**config.mk**
```make
export PLATFORM = sky130hd
export DESIGN_NAME = twire_byte_engine
export DESIGN_NICKNAME = d
export VERILOG_FILES = /design/src/rtl/tw_pkg.sv /design/src/rtl/tw_phase_timer.sv /design/src/rtl/tw_din_sync.sv /design/src/rtl/tw_shifter.sv /design/src/rtl/twire_byte_engine.sv
export SDC_FILE = /design/constraint.sdc
export NUM_CORES = 1
export LEC_CHECK = 0
export BUFFER_PORTS_ARGS = -buffer_cell sky130_fd_sc_hd__buf_2
export CORE_UTILIZATION = 36
export DETAILED_ROUTE_END_ITERATION = 16
export GPL_TIMING_DRIVEN = 0
export PLACE_DENSITY = 0.61
export SYNTH_ARGS = -nofsm -noshare
export SYNTH_HDL_FRONTEND = slang
export SYNTH_SLANG_ARGS = --single-unit
export TNS_END_PERCENT = 10
```
**constraint.sdc**
```tcl
create_clock -name clk -period 2.8 [get_ports clk]
set_input_delay 0.28 -clock clk [delete_from_list [all_inputs] [get_ports clk]]
set_output_delay 0.28 -clock clk [all_outputs]
set_load 0.02 [all_outputs]
```
**src/rtl/tw_pkg.sv**
```systemverilog
package tw_pkg;

   typedef enum logic [1:0] {
      TW_OP_RESET = 2'd0,
      TW_OP_WRITE = 2'd1,
      TW_OP_READ  = 2'd2,
      TW_OP_NONE  = 2'd3
   } tw_op_e;

   typedef enum logic [3:0] {
      S_IDLE    = 4'd0,
      S_RHOLD   = 4'd1,
      S_RSETTLE = 4'd2,
      S_WPRE    = 4'd3,
      S_WSETUP  = 4'd4,
      S_WHIGH   = 4'd5,
      S_WLOW    = 4'd6,
      S_RLOW    = 4'd7,
      S_RHIGH   = 4'd8
   } tw_state_e;

endpackage

```
**src/rtl/tw_phase_timer.sv**
```systemverilog
module tw_phase_timer #(
   parameter int unsigned CNT_W = 8
) (
   input  logic             clk,
   input  logic             rst_n,
   input  logic             load,
   input  logic [CNT_W-1:0] load_val,
   output logic             expired
);

   logic [CNT_W-1:0] cnt;

   always_ff @(posedge clk or negedge rst_n) begin
      if (!rst_n) begin
         cnt <= '0;
      end else if (load) begin
         cnt <= load_val;
      end else if (cnt != '0) begin
         cnt <= cnt - 1'b1;
      end
   end

   // A phase loaded with N-1 ends on the Nth edge after the load.
   assign expired = (cnt == '0);

endmodule

```
**src/rtl/tw_din_sync.sv**
```systemverilog
module tw_din_sync #(
   parameter int unsigned STAGES = 2
) (
   input  logic clk,
   input  logic rst_n,
   input  logic din,
   output logic dout
);

   generate
      if (STAGES == 0) begin : g_direct
         assign dout = din;
      end else if (STAGES == 1) begin : g_one
         logic q;
         always_ff @(posedge clk or negedge rst_n) begin
            if (!rst_n) q <= 1'b1;
            else        q <= din;
         end
         assign dout = q;
      end else begin : g_chain
         logic [STAGES-1:0] pipe;
         always_ff @(posedge clk or negedge rst_n) begin
            if (!rst_n) pipe <= '1;
            else        pipe <= {pipe[STAGES-2:0], din};
         end
         assign dout = pipe[STAGES-1];
      end
   endgenerate

endmodule

```
**src/rtl/tw_shifter.sv**
```systemverilog
module tw_shifter #(
   parameter int unsigned W = 8
) (
   input  logic         clk,
   input  logic         rst_n,
   input  logic         load,
   input  logic [W-1:0] load_val,
   input  logic         shift,
   input  logic         ser_in,
   output logic [W-1:0] q
);

   // Right shift: bit 0 leaves first, new bits enter at the top.
   always_ff @(posedge clk or negedge rst_n) begin
      if (!rst_n) begin
         q <= '0;
      end else if (load) begin
         q <= load_val;
      end else if (shift) begin
         q <= {ser_in, q[W-1:1]};
      end
   end

endmodule

```
**src/rtl/twire_byte_engine.sv**
```systemverilog
module twire_byte_engine
   import tw_pkg::*;
#(
   parameter int unsigned DATA_W         = 8,
   parameter int unsigned PHASE_CYC      = 1250,
   parameter int unsigned RSE_HOLD_CYC   = 125000,
   parameter int unsigned SYNC_STAGES    = 2,
   parameter bit          RSE_ACTIVE_LOW = 1'b1
) (
   input  logic              clk,
   input  logic              rst_n,
   input  logic              start,
   input  logic [1:0]        op,
   input  logic [DATA_W-1:0] wr_data,
   output logic              busy,
   output logic              done,
   output logic [DATA_W-1:0] rd_data,
   output logic              lnk_rse,
   output logic              lnk_clk,
   output logic              lnk_oe,
   output logic              lnk_do,
   input  logic              lnk_di
);

   localparam int unsigned MAX_CYC = (RSE_HOLD_CYC > PHASE_CYC) ? RSE_HOLD_CYC : PHASE_CYC;
   localparam int unsigned TMR_W   = $clog2(MAX_CYC + 1);
   localparam int unsigned BIT_W   = (DATA_W > 1) ? $clog2(DATA_W) : 1;
   localparam logic [TMR_W-1:0] PH_LD    = TMR_W'(PHASE_CYC - 1);
   localparam logic [TMR_W-1:0] RS_LD    = TMR_W'(RSE_HOLD_CYC - 1);
   localparam logic [BIT_W-1:0] LAST_BIT = BIT_W'(DATA_W - 1);

   generate
      if (DATA_W < 2) begin : g_bad_width
         $error("DATA_W must be at least 2");
      end
      if (PHASE_CYC == 0 || RSE_HOLD_CYC == 0) begin : g_bad_len
         $error("phase and hold lengths must be non-zero");
      end
      if (PHASE_CYC <= SYNC_STAGES) begin : g_bad_sync
         $error("PHASE_CYC must exceed SYNC_STAGES so sampled data is settled");
      end
      if (SYNC_STAGES > 4) begin : g_bad_stages
         $error("SYNC_STAGES above 4 is not supported");
      end
   endgenerate

   tw_state_e         state;
   logic              tmr_load;
   logic [TMR_W-1:0]  tmr_val;
   logic              tmr_exp;
   logic              sh_load;
   logic              sh_shift;
   logic [DATA_W-1:0] sh_val;
   logic [DATA_W-1:0] sh_q;
   logic              din_s;
   logic [BIT_W-1:0]  bcnt;
   logic              last_bit;
   logic              rse_act;

   tw_phase_timer #(.CNT_W(TMR_W)) u_timer (
      .clk      (clk),
      .rst_n    (rst_n),
      .load     (tmr_load),
      .load_val (tmr_val),
      .expired  (tmr_exp)
   );

   tw_din_sync #(.STAGES(SYNC_STAGES)) u_sync (
      .clk   (clk),
      .rst_n (rst_n),
      .din   (lnk_di),
      .dout  (din_s)
   );

   tw_shifter #(.W(DATA_W)) u_shift (
      .clk      (clk),
      .rst_n    (rst_n),
      .load     (sh_load),
      .load_val (sh_val),
      .shift    (sh_shift),
      .ser_in   (din_s),
      .q        (sh_q)
   );

   assign last_bit = (bcnt == LAST_BIT);
   assign busy     = (state != S_IDLE);

   generate
      if (RSE_ACTIVE_LOW) begin : g_rse_low
         assign lnk_rse = ~rse_act;
      end else begin : g_rse_high
         assign lnk_rse = rse_act;
      end
   endgenerate

   // Timer and shifter controls, decided from the current state.
   always_comb begin
      tmr_load = 1'b0;
      tmr_val  = PH_LD;
      sh_load  = 1'b0;
      sh_val   = wr_data;
      sh_shift = 1'b0;
      case (state)
         S_IDLE: begin
            if (start) begin
               if (op == TW_OP_RESET) begin
                  tmr_load = 1'b1;
                  tmr_val  = RS_LD;
               end else if (op == TW_OP_WRITE) begin
                  sh_load = 1'b1;
               end else if (op == TW_OP_READ) begin
                  tmr_load = 1'b1;
                  sh_load  = 1'b1;
                  sh_val   = '0;
               end
            end
         end
         S_RHOLD, S_WSETUP, S_WHIGH: tmr_load = tmr_exp;
         S_WPRE: tmr_load = 1'b1;
         S_WLOW: begin
            if (tmr_exp && !last_bit) begin
               tmr_load = 1'b1;
               sh_shift = 1'b1;
            end
         end
         S_RLOW: begin
            if (tmr_exp) begin
               tmr_load = 1'b1;
               sh_shift = 1'b1;
            end
         end
         S_RHIGH: tmr_load = tmr_exp && !last_bit;
         default: ;
      endcase
   end

   // Sequencer and link line registers.
   always_ff @(posedge clk or negedge rst_n) begin
      if (!rst_n) begin
         state   <= S_IDLE;
         done    <= 1'b0;
         rd_data <= '0;
         bcnt    <= '0;
         rse_act <= 1'b0;
         lnk_clk <= 1'b1;
         lnk_oe  <= 1'b0;
         lnk_do  <= 1'b1;
      end else begin
         done <= 1'b0;
         case (state)
            S_IDLE: begin
               if (start) begin
                  if (op == TW_OP_RESET) begin
                     rse_act <= 1'b1;
                     lnk_oe  <= 1'b0;
                     state   <= S_RHOLD;
                  end else if (op == TW_OP_WRITE) begin
                     lnk_oe  <= 1'b1;
                     lnk_do  <= 1'b1;
                     lnk_clk <= 1'b0;
                     bcnt    <= '0;
                     state   <= S_WPRE;
                  end else if (op == TW_OP_READ) begin
                     lnk_oe  <= 1'b0;
                     lnk_clk <= 1'b0;
                     bcnt    <= '0;
                     state   <= S_RLOW;
                  end
               end
            end
            S_RHOLD: begin
               if (tmr_exp) begin
                  rse_act <= 1'b0;
                  lnk_clk <= 1'b0;
                  lnk_oe  <= 1'b1;
                  lnk_do  <= 1'b0;
                  state   <= S_RSETTLE;
               end
            end
            S_RSETTLE: begin
               if (tmr_exp) begin
                  done  <= 1'b1;
                  state <= S_IDLE;
               end
            end
            S_WPRE: begin
               lnk_do <= sh_q[0];
               state  <= S_WSETUP;
            end
            S_WSETUP: begin
               if (tmr_exp) begin
                  lnk_clk <= 1'b1;
                  state   <= S_WHIGH;
               end
            end
            S_WHIGH: begin
               if (tmr_exp) begin
                  lnk_clk <= 1'b0;
                  state   <= S_WLOW;
               end
            end
            S_WLOW: begin
               if (tmr_exp) begin
                  if (last_bit) begin
                     done  <= 1'b1;
                     state <= S_IDLE;
                  end else begin
                     bcnt   <= bcnt + 1'b1;
                     lnk_do <= sh_q[1];
                     state  <= S_WSETUP;
                  end
               end
            end
            S_RLOW: begin
               if (tmr_exp) begin
                  lnk_clk <= 1'b1;
                  state   <= S_RHIGH;
               end
            end
            S_RHIGH: begin
               if (tmr_exp) begin
                  if (last_bit) begin
                     done    <= 1'b1;
                     rd_data <= sh_q;
                     state   <= S_IDLE;
                  end else begin
                     bcnt    <= bcnt + 1'b1;
                     lnk_clk <= 1'b0;
                     state   <= S_RLOW;
                  end
               end
            end
            default: state <= S_IDLE;
         endcase
      end
   end

endmodule

```
### Word-level counts from Yosys, hierarchy flattened

Index checks and enable logic that the tools add are counted.

* register bits after elaboration: 47
* word-level logic and storage cells: 138
* output and inout port bits: 14
* input port bits: 14

* equality and inequality tests: 30
* reduce and logical (&&, ||, !) cells: 24
* add/sub/neg operators: 2
* mux-type cells: 70
* bitwise operators: 1

Operator list (count)
* $mux W17: 5
* $mux W8: 7
* $mux W4: 11
* $pmux W4 S9: 1
* $mux W1: 30
* $ne A2 B2 Y1 const B: 14
* $mux W3: 8
* $logic_not A17 Y1: 1
* $reduce_bool A17 Y1: 1
* $sub A17 B1 Y17 const B: 1
* $eq A4 B3 Y1 const B: 4
* $reduce_bool A4 Y1: 3
* $reduce_and A9 Y1: 1
* $eq A4 B2 Y1 const B: 2
* $pmux W1 S2: 4
* $pmux W1 S4: 2
* $reduce_and A4 Y1: 2
* $reduce_and A8 Y1: 1
* $reduce_bool A2 Y1: 4
* $reduce_and A7 Y1: 1
* $ne A2 B1 Y1 const B: 3
* $pmux W1 S6: 1
* $pmux W3 S2: 1
* $reduce_and A6 Y1: 1
* 16 further kinds: 18

### Depth between registers and ports, before layout

Gate-level depths: netlist of the first run.

* depth in word-level cells: 7
* gate-level depth with buffers: 8
* gate-level depth less buffers: 7

### Modules after synthesis

From an unflattened synthesis of the first run, not the netlist that was laid out.

* cell total of the unflattened synthesis: 316
* area total of the unflattened synthesis: 3056.7 um^2

Modules (own cells, without submodules)
* twire_byte_engine: sequential area each 503.0 um^2, area an instance 1576.5 um^2, cells each 164, times used 1
* tw_phase_timer: sequential area each 425.4 um^2, area an instance 1054.8 um^2, cells each 116, times used 1
* tw_shifter: sequential area each 200.2 um^2, area an instance 372.9 um^2, cells each 34, times used 1
* tw_din_sync: sequential area each 52.6 um^2, area an instance 52.6 um^2, cells each 2, times used 1

### Least setup slack after synthesis of the first run

Ideal clock, no wire load.

* path type: flip-flop to flip-flop
* start: register u_timer.cnt[13]
* end: register rd_data[0]
* slack: 747 ps
* clock period less this slack: 2053 ps
* data arrival time: 1928 ps
* cell stages (with the launch flop): 6
* buffers on the path: 0
* required time: 2675 ps
* setup time: 125 ps
* cells stage by stage: dfrtp_1 -> or4_4 -> and4bb_2 -> nand2_4 -> nor2_4 -> mux2_2

* word-level cells in the longest chain between the ends: 2

RTL lines
* start: declaration: RTL line tw_phase_timer.sv:11 `logic [CNT_W-1:0] cnt;`
* start signal: assignment: RTL line tw_phase_timer.sv:17 `cnt <= load_val;`
* start signal: assignment: RTL line tw_phase_timer.sv:19 `cnt <= cnt - 1'b1;`
* $logic_not A17 Y1: RTL line tw_phase_timer.sv:24 `assign expired = (cnt == '0);`
* $reduce_and A3 Y1 (no source line)
* end signal: assignment: RTL line twire_byte_engine.sv:224 `rd_data <= sh_q;`
* end: declaration: RTL line twire_byte_engine.sv:17 `output logic [DATA_W-1:0] rd_data,`

Every way passes these cells.
A chain may end at the register's enable or synchronous reset.

### Final worst setup path of the first run

* start: register state[1]
* end: register u_timer.cnt[6]

* word-level cells in the longest chain between the ends: 4
* elaborated cells between the ends (all ways): 13
* classes of those cells: eq/ne (7); mux (3); reduce/logical (3)

RTL lines
* start: declaration: RTL line twire_byte_engine.sv:47 `tw_state_e state;`
* start signal: assignment: RTL line twire_byte_engine.sv:140 `state <= S_IDLE;`
* start signal: assignment: RTL line twire_byte_engine.sv:156 `state <= S_RHOLD;`
* start signal: assignment: RTL line twire_byte_engine.sv:162 `state <= S_WPRE;`
* $eq A4 B3 Y1 / $eq A4 B1 Y1 (equally long branches): RTL line twire_byte_engine.sv:103 `case (state)`
* $reduce_or A3 Y1: RTL line twire_byte_engine.sv:103
* $pmux W1 S6: RTL line twire_byte_engine.sv:103
* $mux W17 / $reduce_bool A2 Y1 (equally long branches)

Parallel ways exist; a longest one is shown, timed or not.

==> impl_metrics.py, run 1 <==
metrics = {
    "timing": {
        "slew_viol_final": 0,
        "finalSetupViolations": 0,
        "worst_pin_slew_ns": 1.038,
        "relSlewSlack_pct": 30.82,
        "fmax_mhz": 412.0,
        "final.setup.tns_ns": 0,
        "fin_crit_ns": 2.427,
        "whs_ns": 0.07325,
        "finalHoldViolCount": 0,
        "rsz0062_at_grt": "false",
        "fin_crit_sh_pct": 86.68,
        "fin_worst_skew_ns": 0.01271,
        "setup_slack_ns": 0.3730,
    },
    "cts": {
        "cts_tree": "yes",
        "clk_latency_ns": 0.30,
        "ctsHtreeMaxLevel": 2,
        "cts_buffer_depth": 2,
        "holdBufCountCts": 0,
        "cts_made_buffers": 5,
        "post_cts_resized": 0,
        "path_clk_slew_ns": 0.09,
        "post_cts_buffers": 0,
        "clockRootBuffer": "clkbuf_8",
        "cts.sink_count": 47,
    },
    "synth": {
        "seq_area_frac_synth_pct": 42.03,
        "async_reset_ff_share_pct": 100.0,
        "syn_area_per_cell_um2": 9.591,
        "syn_area_um2": 2810,
        "synth_edf_count": 0,
        "yosys.area.top_type": "dfrtp_1",
        "synth.most_common_cell": "dfrtp_1",
        "syn_inst": 293,
        "synth_nets": 315,
        "yosysWarnings": 0,
        "ys_top_cells_by_count": "dfrtp_1, o21ai_0, nand2_1",
        "synth_cell_type_count": 59,
        "yosys_most_used_dff": "dfrtp_1",
        "synth_top_cell_area_share_pct": 38.29,
        "synth.area.top_cells": "dfrtp_1, o21ai_0, dfstp_2",
        "synth-seq-cells": 47,
    },
    "route": {
        "first_pass_iters": 4,
        "via_count": 2297,
        "post-route-drc-count": 0,
        "vias_per_cell": 5.379,
        "antenna_left": 0,
        "wirelength_um": 6513,
        "drt_iter0_markers": 146,
        "avgRoutedWirePerCell_um": 15.25,
    },
    "floorplanning": {
        "io_pins": 28,
        "start_util_pct": 37.93,
        "placementRows": 31,
        "die-area_um2": 8163,
        "die_x_um": 90.35,
        "die_h_um": 90.35,
        "coreArea_um2": 7408,
    },
    "global_routing": {
        "grt_util_all_layers_pct": 16.65,
        "grt_first_pass_wirelength_um": 10980,
        "grt_max_degree": 48,
        "antenna_found_initial": 0,
        "grt_overflow_total": 0,
        "grt_pass1_vias": 2183,
    },
    "setup_path": {
        "end_kind": "flip-flop",
        "worstSetupStartpointType": "flip-flop",
        "max_stage_delay_ns": 0.46,
        "slowest_stage": "a21oi_2",
        "worstPathRequired_ns": 2.96,
        "crit_path_cell_trace": "clkbuf_1, buf_2, nand2_1, a22oi_1, o22ai_1, a21oi_2, buf_2, o21ai_0",
        "worstPathArrival_ns": 2.59,
        "crit_type": "reg2reg",
        "critPathMaxFanout": 10,
        "critPathMostFrequentCell": "buf_2",
    },
    "power": {
        "powerDensity_nw_per_um2": 963.8,
        "power.total_mw": 3.071,
        "ir_worst_vdd_mv": 0.4226,
        "leakagePower_nw": 1.383,
    },
    "place": {
        "io_buffers": 27,
        "gp_congestion": 0.8674,
        "dpl_worst_slack_ns": 0.4331,
        "place_hpwl_um": 4541,
        "placed_cells": 419,
    },
    "status": {
        "outcome": "finished, final reports clean",
    },
    "finish": {
        "area_growth_syn_to_layout_pct": 13.40,
        "layout.nets": 349,
        "instances_no_fill": 427,
        "n_fill_cell": 712,
        "diodes": 0,
        "drive_gt1_share_pct": 21.95,
    },
    "hold_path": {
        "min_path_type": "in2reg",
    },
    "flow_run": {
        "maxCapViolations": 0,
    },
}
==> critical path: cells and delay by family (launching register included) <==
| kind | cells | cell delay, ns |
|---|---|---|
| and+or+nand+nor | 1 | 0.07 |
| AOI/OAI and AO/OA | 4 | 0.93 |
| buffers and inverters | 3 | 0.96 |
| DFF | 1 | 0.33 |
==> area by class of cell <==
| cell class | instances | area [um2] | share of cell area [%] |
|---|---|---|---|
| timing repair buffer | 27 | 135.1 | 4.240 |
| tap | 99 | 123.9 | 3.887 |
| buffer | 17 | 67.56 | 2.120 |
| clock inverter | 2 | 35.03 | 1.099 |
| inverter | 14 | 52.55 | 1.649 |
| clock buffer | 6 | 82.58 | 2.591 |
| sequential | 47 | 1181 | 37.06 |
| multi-input combinational | 215 | 1509 | 47.35 |
==> registers in the layout, summed over array words and instances, names as in the netlist <==
| name | flops |
|---|---|
| rse_act | 1 |
| done | 1 |
| u_shift.q | 8 |
| lnk_clk | 1 |
| lnk_oe | 1 |
| state | 4 |
| rd_data | 8 |
| u_timer.cnt | 17 |
| bcnt | 3 |
| lnk_do | 1 |
| u_sync.g_chain.pipe | 2 |
==> kinds of logic (layout without fill, tap and decap cells) <==
logic type	after synthesis	in the layout	share of synthesized area, %
adders and majority gates	8	8	3.562
and+or+nand+nor	103	103	22.71
muxes	18	18	7.213
DFF	47	47	42.03
xor gates and xnor gates	13	13	4.052
AOI/OAI and AO/OA	73	73	16.16
buffers and inverters	31	66	4.274
==> metal layers <==
layer	part of all wire (%)	GRT usage (%)	wire (um)	vias to the layer above
li1	-	-	-	1122
met1	49	23.41	3191	1123
met2	46	26.08	2979	43
met3	3.9	3.114	255	9
met4	1.3	4.704	87	0
met5	0	0	0	-
==> through the flow <==
step,instance area [um2],utilization (%)
after floorplan,2810,-
after global placement,3069,41.43
after detailed placement,3069,41.43
after CTS,3187,43.02
after global routing,3187,43.02
final,3187,43.02
==> placed cells by master, fill, tap and decap left out, types with 3 or more instances in the layout <==
master    synthesis  final
a211oi_1          3      3
a21oi_1          11     11
a22oi_1           8      8
and2_1            5      5
buf_2             3     30
clkbuf_1         13     13
clkbuf_8          0      6
dfrtp_1          43     43
dfstp_2           4      4
ha_1              8      8
inv_1            14     14
mux2_2            9      9
mux2i_1           6      6
nand2_1          21     21
nand2b_1          5      5
nand3_1           9      9
nand3b_1          3      3
nand4_1           4      4
nor2_1           14     14
nor2b_1           3      3
nor3_1            7      7
nor4_1            4      4
o21ai_0          22     22
o21ai_1           3      3
o22ai_1          12     12
or2_2             3      3
or3_1             4      4
xnor2_1           8      8
xor2_1            5      5
==> power breakdown <==
group | total [mW] | internal [mW] | switching, mW
registers | 1.08 | 0.898 | 0.186
clock network | 0.526 | 0.289 | 0.237
logic | 1.46 | 0.612 | 0.850
==> path summary, 6_finish.rpt <==
kind | startpoint | end | slack [ns] | cells after the start
max | state[1] | u_timer.cnt[6] | 0.37 | 8
min reg2reg | u_sync.g_chain.pipe[0] | u_sync.g_chain.pipe[1] | 0.36 | 0
min in group asynchronous | rst_n | u_timer.cnt[14] | 0.15 | 1
max reg2reg | state[1] | u_timer.cnt[6] | 0.37 | 8
min | lnk_di | u_sync.g_chain.pipe[0] | 0.07 | 1
max in group asynchronous | rst_n | state[2] | 1.99 | 1
Power figures use the tool's default switching activity.
==> run 2, diff against run 1 <==
CORE_MARGIN = 5   (was default)
==> run 2 against run 1 <==
- clock power is 1% higher
- global-route usage is 2.3 points lower
- via count is 1.1% higher
- cell count is 0.70% higher
- die area is 18% higher
- non-clock buffer count stayed put
- routed wire length is 1.2% higher
- combinational power hardly changed
- fmax is 3.8% higher
- flip-flop and latch count stayed put
- critical path type unchanged
==> impl_metrics.py, run 2 (synthesis results as in run 1) <==
metrics = {
    "finish": {
        "top_regs": "u_timer.cnt: 17 flops, rd_data: 8 flops, u_shift.q: 8 flops",
        "final_common_cell": "dfrtp_1",
        "top_register": "u_timer.cnt",
        "drive_gt1_share_pct": 21.95,
        "n_fill_cell": 748,
        "final_core_util_pct": 41.72,
        "layout_common_cells": "dfrtp_1, buf_2, o21ai_0",
        "diodes": 0,
        "area_growth_syn_to_layout_pct": 13.54,
        "layout.nets": 349,
        "instances_no_fill": 430,
        "largest_reg_flops": 17,
    },
    "floorplanning": {
        "die_x_um": 98.35,
        "placementRows": 32,
        "io_pins": 28,
        "coreArea_um2": 7647,
        "die_h_um": 98.35,
        "start_util_pct": 36.75,
        "die-area_um2": 9673,
    },
    "route": {
        "post-route-drc-count": 0,
        "drt_iter0_markers": 193,
        "antenna_left": 0,
        "met3_length_um": 318,
        "first_pass_iters": 4,
        "wirelength_um": 6591,
        "vias_per_cell": 5.400,
        "wl_met2_um": 3097,
        "wl_met1_um": 3059,
        "via_count": 2322,
        "avgRoutedWirePerCell_um": 15.33,
        "top_layer_used": "met4",
    },
    "timing": {
        "finalHoldViolCount": 0,
        "rsz0062_at_grt": "false",
        "whs_ns": 0.06365,
        "fin_crit_sh_pct": 83.49,
        "fmax_mhz": 427.8,
        "relSlewSlack_pct": 29.26,
        "fin_crit_ns": 2.338,
        "fin_worst_skew_ns": 0.006518,
        "slew_viol_final": 0,
        "finalSetupViolations": 0,
        "final.setup.tns_ns": 0,
        "worst_pin_slew_ns": 1.061,
    },
    "cts": {
        "path_clk_slew_ns": 0.09,
        "post_cts_buffers": 0,
        "cts_buffer_depth": 2,
        "holdBufCountCts": 0,
        "cts.sink_count": 47,
        "cts_made_buffers": 5,
        "post_cts_resized": 0,
        "clk_latency_ns": 0.31,
        "cts_tree": "yes",
        "ctsHtreeMaxLevel": 2,
        "clockRootBuffer": "clkbuf_8",
    },
    "place": {
        "place_hpwl_um": 4672,
        "placed_cells": 422,
        "gp_congestion": 0.8752,
        "io_buffers": 27,
    },
    "setup_path": {
        "worstPathArrival_ns": 2.54,
        "critPathMaxFanout": 9,
        "worstSetupStartpointType": "flip-flop",
        "end_kind": "flip-flop",
        "crit_type": "reg2reg",
        "worstPathRequired_ns": 3.00,
    },
    "power": {
        "leakagePower_nw": 1.383,
        "power.total_mw": 3.065,
        "ir_worst_vdd_mv": 0.3690,
        "powerDensity_nw_per_um2": 960.6,
    },
    "global_routing": {
        "grt_pass1_vias": 2319,
        "grt_first_pass_wirelength_um": 11430,
        "grt_util_all_layers_pct": 14.37,
        "grt_overflow_total": 0,
        "antenna_found_initial": 0,
        "grt_max_degree": 48,
    },
    "hold_path": {
        "min_path_type": "in2reg",
    },
    "status": {
        "outcome": "finished, final reports clean",
    },
    "flow_run": {
        "maxCapViolations": 0,
    },
}
[run 2: metal layers]
layer | vias to the layer above | global-route usage [%]
met2 | 62 | 22.10
li1 | 1118 | -
met5 | - | 0
met4 | 0 | 5.147
met3 | 14 | 3.071
met1 | 1128 | 19.95
[run 2: area by class of cell]
class	count	area (um2)	share of cell area [%]
multi-input cells	215	1509	47.29
well taps	102	127.6	4.000
inverters	14	52.55	1.647
repair buffers	27	135.1	4.235
clock buffers	6	82.58	2.588
flip-flops and latches	47	1181	37.02
plain buffers	17	67.56	2.118
clock inverters	2	35.03	1.098
[run 2: worst max-delay path, cell delays in order (launching register included)]
cell and delay [ns]:
dfrtp_1 0.39, inv_1 0.13, ha_1 0.16, nor2b_1 0.35
and4bb_2 0.39, nand2_4 0.14, nor2_4 0.29, mux2_2 0.38
[run 2: per-stage QoR]
| step | setup slack [ns] | cell area, um2 |
|---|---|---|
| 5_1_grt | 0.2741 | 3191 |
| 3_5_place_dp | 0.4652 | 3073 |
| 2_1_floorplan | 0.7471 | 2810 |
| 3_3_place_gp | 0.4926 | 3073 |
| 6_report | 0.4623 | 3191 |
| 4_1_cts | 0.4543 | 3191 |
[run 2: power breakdown]
group	switching [mW]	internal, mW	leakage, nW	total (mW)
clock	0.244	0.289	0.0612	0.533
sequential	0.180	0.898	0.606	1.08
combinational	0.843	0.612	0.716	1.45
total	1.27	1.80	1.38	3.06
[run 2: final timing paths]
check / start / to / cells past startpoint / slack (ns)
max reg2reg: u_timer.cnt[0] / rd_data[4] / 7 / 0.46
min: lnk_di / u_sync.g_chain.pipe[0] / 1 / 0.06
max in group asynchronous: rst_n / u_timer.cnt[2] / 1 / 1.99
max: u_timer.cnt[0] / rd_data[4] / 7 / 0.46
min in group asynchronous: rst_n / u_timer.cnt[11] / 1 / 0.15
min reg2reg: u_sync.g_chain.pipe[0] / u_sync.g_chain.pipe[1] / 0 / 0.36
==> run 3, diff against run 2 <==
clock period = 2.3 ns   (was 2.8 ns; I/O delays follow)
==> run 3 against run 2 <==
- clock-buffer cell count stayed put
- die area is the same
- combinational power is 23% higher
- clock skew down 0.00056 ns
- fmax up 3.8%
- routed wire length grew 1.9%
- clock power is 22% higher
- core utilization up 0.74 points
- sequential share of layout area is 0.64 points lower
==> impl_metrics.py, run 3 (synthesis results as in run 1) <==
metrics = {
    "route": {
        "met3_length_um": 340,
        "vias_per_cell": 5.435,
        "via_count": 2337,
        "wl_met1_um": 3067,
        "top_layer_used": "met4",
        "first_pass_iters": 4,
        "antenna_left": 0,
        "post-route-drc-count": 0,
        "avgRoutedWirePerCell_um": 15.61,
        "drt_iter0_markers": 177,
        "wl_met2_um": 3190,
        "wirelength_um": 6714,
    },
    "timing": {
        "fmax_mhz": 444.2,
        "fin_crit_sh_pct": 97.88,
        "fin_crit_ns": 2.251,
        "slew_viol_final": 0,
        "relSlewSlack_pct": 29.54,
        "setup_slack_ns": 0.04865,
        "rsz0062_at_grt": "true",
        "fin_worst_skew_ns": 0.005955,
        "finalHoldViolCount": 0,
        "worst_pin_slew_ns": 1.057,
        "finalSetupViolations": 0,
    },
    "setup_path": {
        "cp_top_family": "simple AND/OR/NAND/NOR gates",
        "endpoint": "u_timer.cnt[8]",
        "ff2ff_path_depth": 8,
        "crit_path_cell_trace": "inv_1, ha_2, or4b_2, clkbuf_2, nor4_1, o21ai_1, xnor2_1, and2_1",
        "critPathMaxFanout": 7,
        "end_kind": "flip-flop",
        "crit_type": "reg2reg",
        "rr_endpoint": "u_timer.cnt[8]",
        "worstSetupStartpointType": "flip-flop",
        "cp_num_cells": 8,
        "max_stage_delay_ns": 0.58,
        "worstPathRequired_ns": 2.50,
        "worstSetupStartpoint": "u_timer.cnt[0]",
        "path_buf_inv": 2,
        "worstPathArrival_ns": 2.45,
        "slowest_stage": "or4b_2",
        "r2r_start": "u_timer.cnt[0]",
        "regToRegSetupSlack_ns": 0.05,
    },
    "cts": {
        "ctsHtreeMaxLevel": 2,
        "clk_latency_ns": 0.31,
        "cts_tree": "yes",
        "cts_made_buffers": 5,
        "cts_buffer_depth": 2,
        "path_clk_slew_ns": 0.09,
        "holdBufCountCts": 0,
        "clockRootBuffer": "clkbuf_8",
        "cts.sink_count": 47,
    },
    "global_routing": {
        "grt_first_pass_wirelength_um": 11440,
        "grt_overflow_total": 0,
        "grt_pass1_vias": 2330,
        "antenna_found_initial": 0,
        "grt_max_degree": 48,
        "grt_util_all_layers_pct": 14.39,
    },
    "finish": {
        "final_common_cell": "dfrtp_1",
        "layout_common_cells": "dfrtp_1, buf_2, nand2_1, o21ai_0",
        "drive_gt1_share_pct": 24.70,
        "largest_reg_flops": 17,
        "top_regs": "u_timer.cnt: 17 flops, rd_data: 8 flops, u_shift.q: 8 flops",
        "area_growth_syn_to_layout_pct": 15.54,
        "top_register": "u_timer.cnt",
        "diodes": 0,
        "final_area_um2": 3247,
        "layout.nets": 349,
        "final_core_util_pct": 42.46,
    },
    "place": {
        "place_hpwl_um": 4672,
        "dpl_worst_slack_ns": -0.03478,
        "io_buffers": 27,
        "gp_congestion": 0.8752,
        "dpl_cell_area_um2": 3073,
    },
    "power": {
        "intPower_mw": 2.195,
        "powerDensity_nw_per_um2": 1158,
        "clkPwrFrac_pct": 17.3,
        "seqPwrFrac_pct": 35.4,
        "switchingPower_mw": 1.566,
        "p_comb_share_pct": 47.3,
        "ir_worst_vdd_mv": 0.4380,
        "leakagePower_nw": 1.409,
        "swShare_pct": 41.64,
    },
    "hold_path": {
        "min_path_type": "in2reg",
    },
    "floorplanning": {
        "io_pins": 28,
        "start_util_pct": 36.75,
        "die_h_um": 98.35,
        "coreArea_um2": 7647,
        "die_x_um": 98.35,
        "placementRows": 32,
        "die-area_um2": 9673,
    },
    "flow_run": {
        "maxCapViolations": 0,
    },
    "status": {
        "outcome": "finished, final reports clean",
    },
}
-- run 3: cell count changes in the layout (fill, tap and decap cells not counted), sizes merged --
| cell | previous run | this run |
|---|---|---|
| buf | 31 | 33 |
| clkbuf | 19 | 17 |
-- run 3: worst min path at each step --
stage               cells after the start    from                endpoint  slack [ns]
global placement                        1  lnk_di  u_sync.g_chain.pipe[0]        0.34
detailed placement                      1  lnk_di  u_sync.g_chain.pipe[0]        0.34
floorplan                               0   rst_n                 bcnt[0]       -0.07
global route                            1  lnk_di  u_sync.g_chain.pipe[0]       0.002
finish                                  1  lnk_di  u_sync.g_chain.pipe[0]        0.01
CTS                                     1  lnk_di  u_sync.g_chain.pipe[0]       0.009
-- run 3: layer usage --
| metal | GRT usage [%] | vias to the layer above |
|---|---|---|
| met2 | 22.05 | 75 |
| met1 | 19.95 | 1126 |
| met5 | 0 | - |
| li1 | - | 1124 |
| met3 | 3.071 | 12 |
| met4 | 5.357 | 0 |
-- run 3: what timing repair did --
item / CTS / global route
resized for setup: 2 / 12
endpoints found under the setup margin: 12 / 26
pin swaps: 0 / 2
setup buffers: 0 / 2
cloned: 0 / 0
-- run 3: area by class of cell --
type                       count  area (um2)
fill                         745        4400
tap                          102       127.6
multi-input combinational    215        1540
clock inverter                 2       35.03
inverter                      14       52.55
sequential                    47        1181
buffer                        15       65.06
timing repair buffer          29       162.7
clock buffer                   6       82.58
-- run 3: worst reg2reg max path, delay by kind of cell (launching register included) --
family | cells | cell delay [ns]
simple gates | 3 | 0.93
flops | 1 | 0.39
compound gates | 1 | 0.12
xor+xnor | 1 | 0.14
buf+inv | 2 | 0.32
fa+ha+maj | 1 | 0.23
-- run 3: power groups by stage --
stage | Sequential (mW) | Combinational, mW | Clock [mW]
after global routing | 1.38 | 1.98 | 0.709
after global placement | 1.32 | 1.74 | 0
after CTS | 1.31 | 1.78 | 0.666
after floorplan | 1.31 | 1.35 | 0
after detailed placement | 1.33 | 1.77 | 0
final | 1.33 | 1.78 | 0.651
-- run 3: through the flow --
step	hold slack (ns)	instances	power (mW)	setup TNS [ns]
2_1_floorplan	-0.06559	293	2.652	0
3_3_place_gp	0.3359	422	3.062	-0.01088
3_5_place_dp	0.3372	422	3.093	-0.1783
4_1_cts	0.008667	430	3.758	-0.008813
5_1_grt	0.002402	430	4.062	-0.3465
6_report	0.01369	430	3.761	0
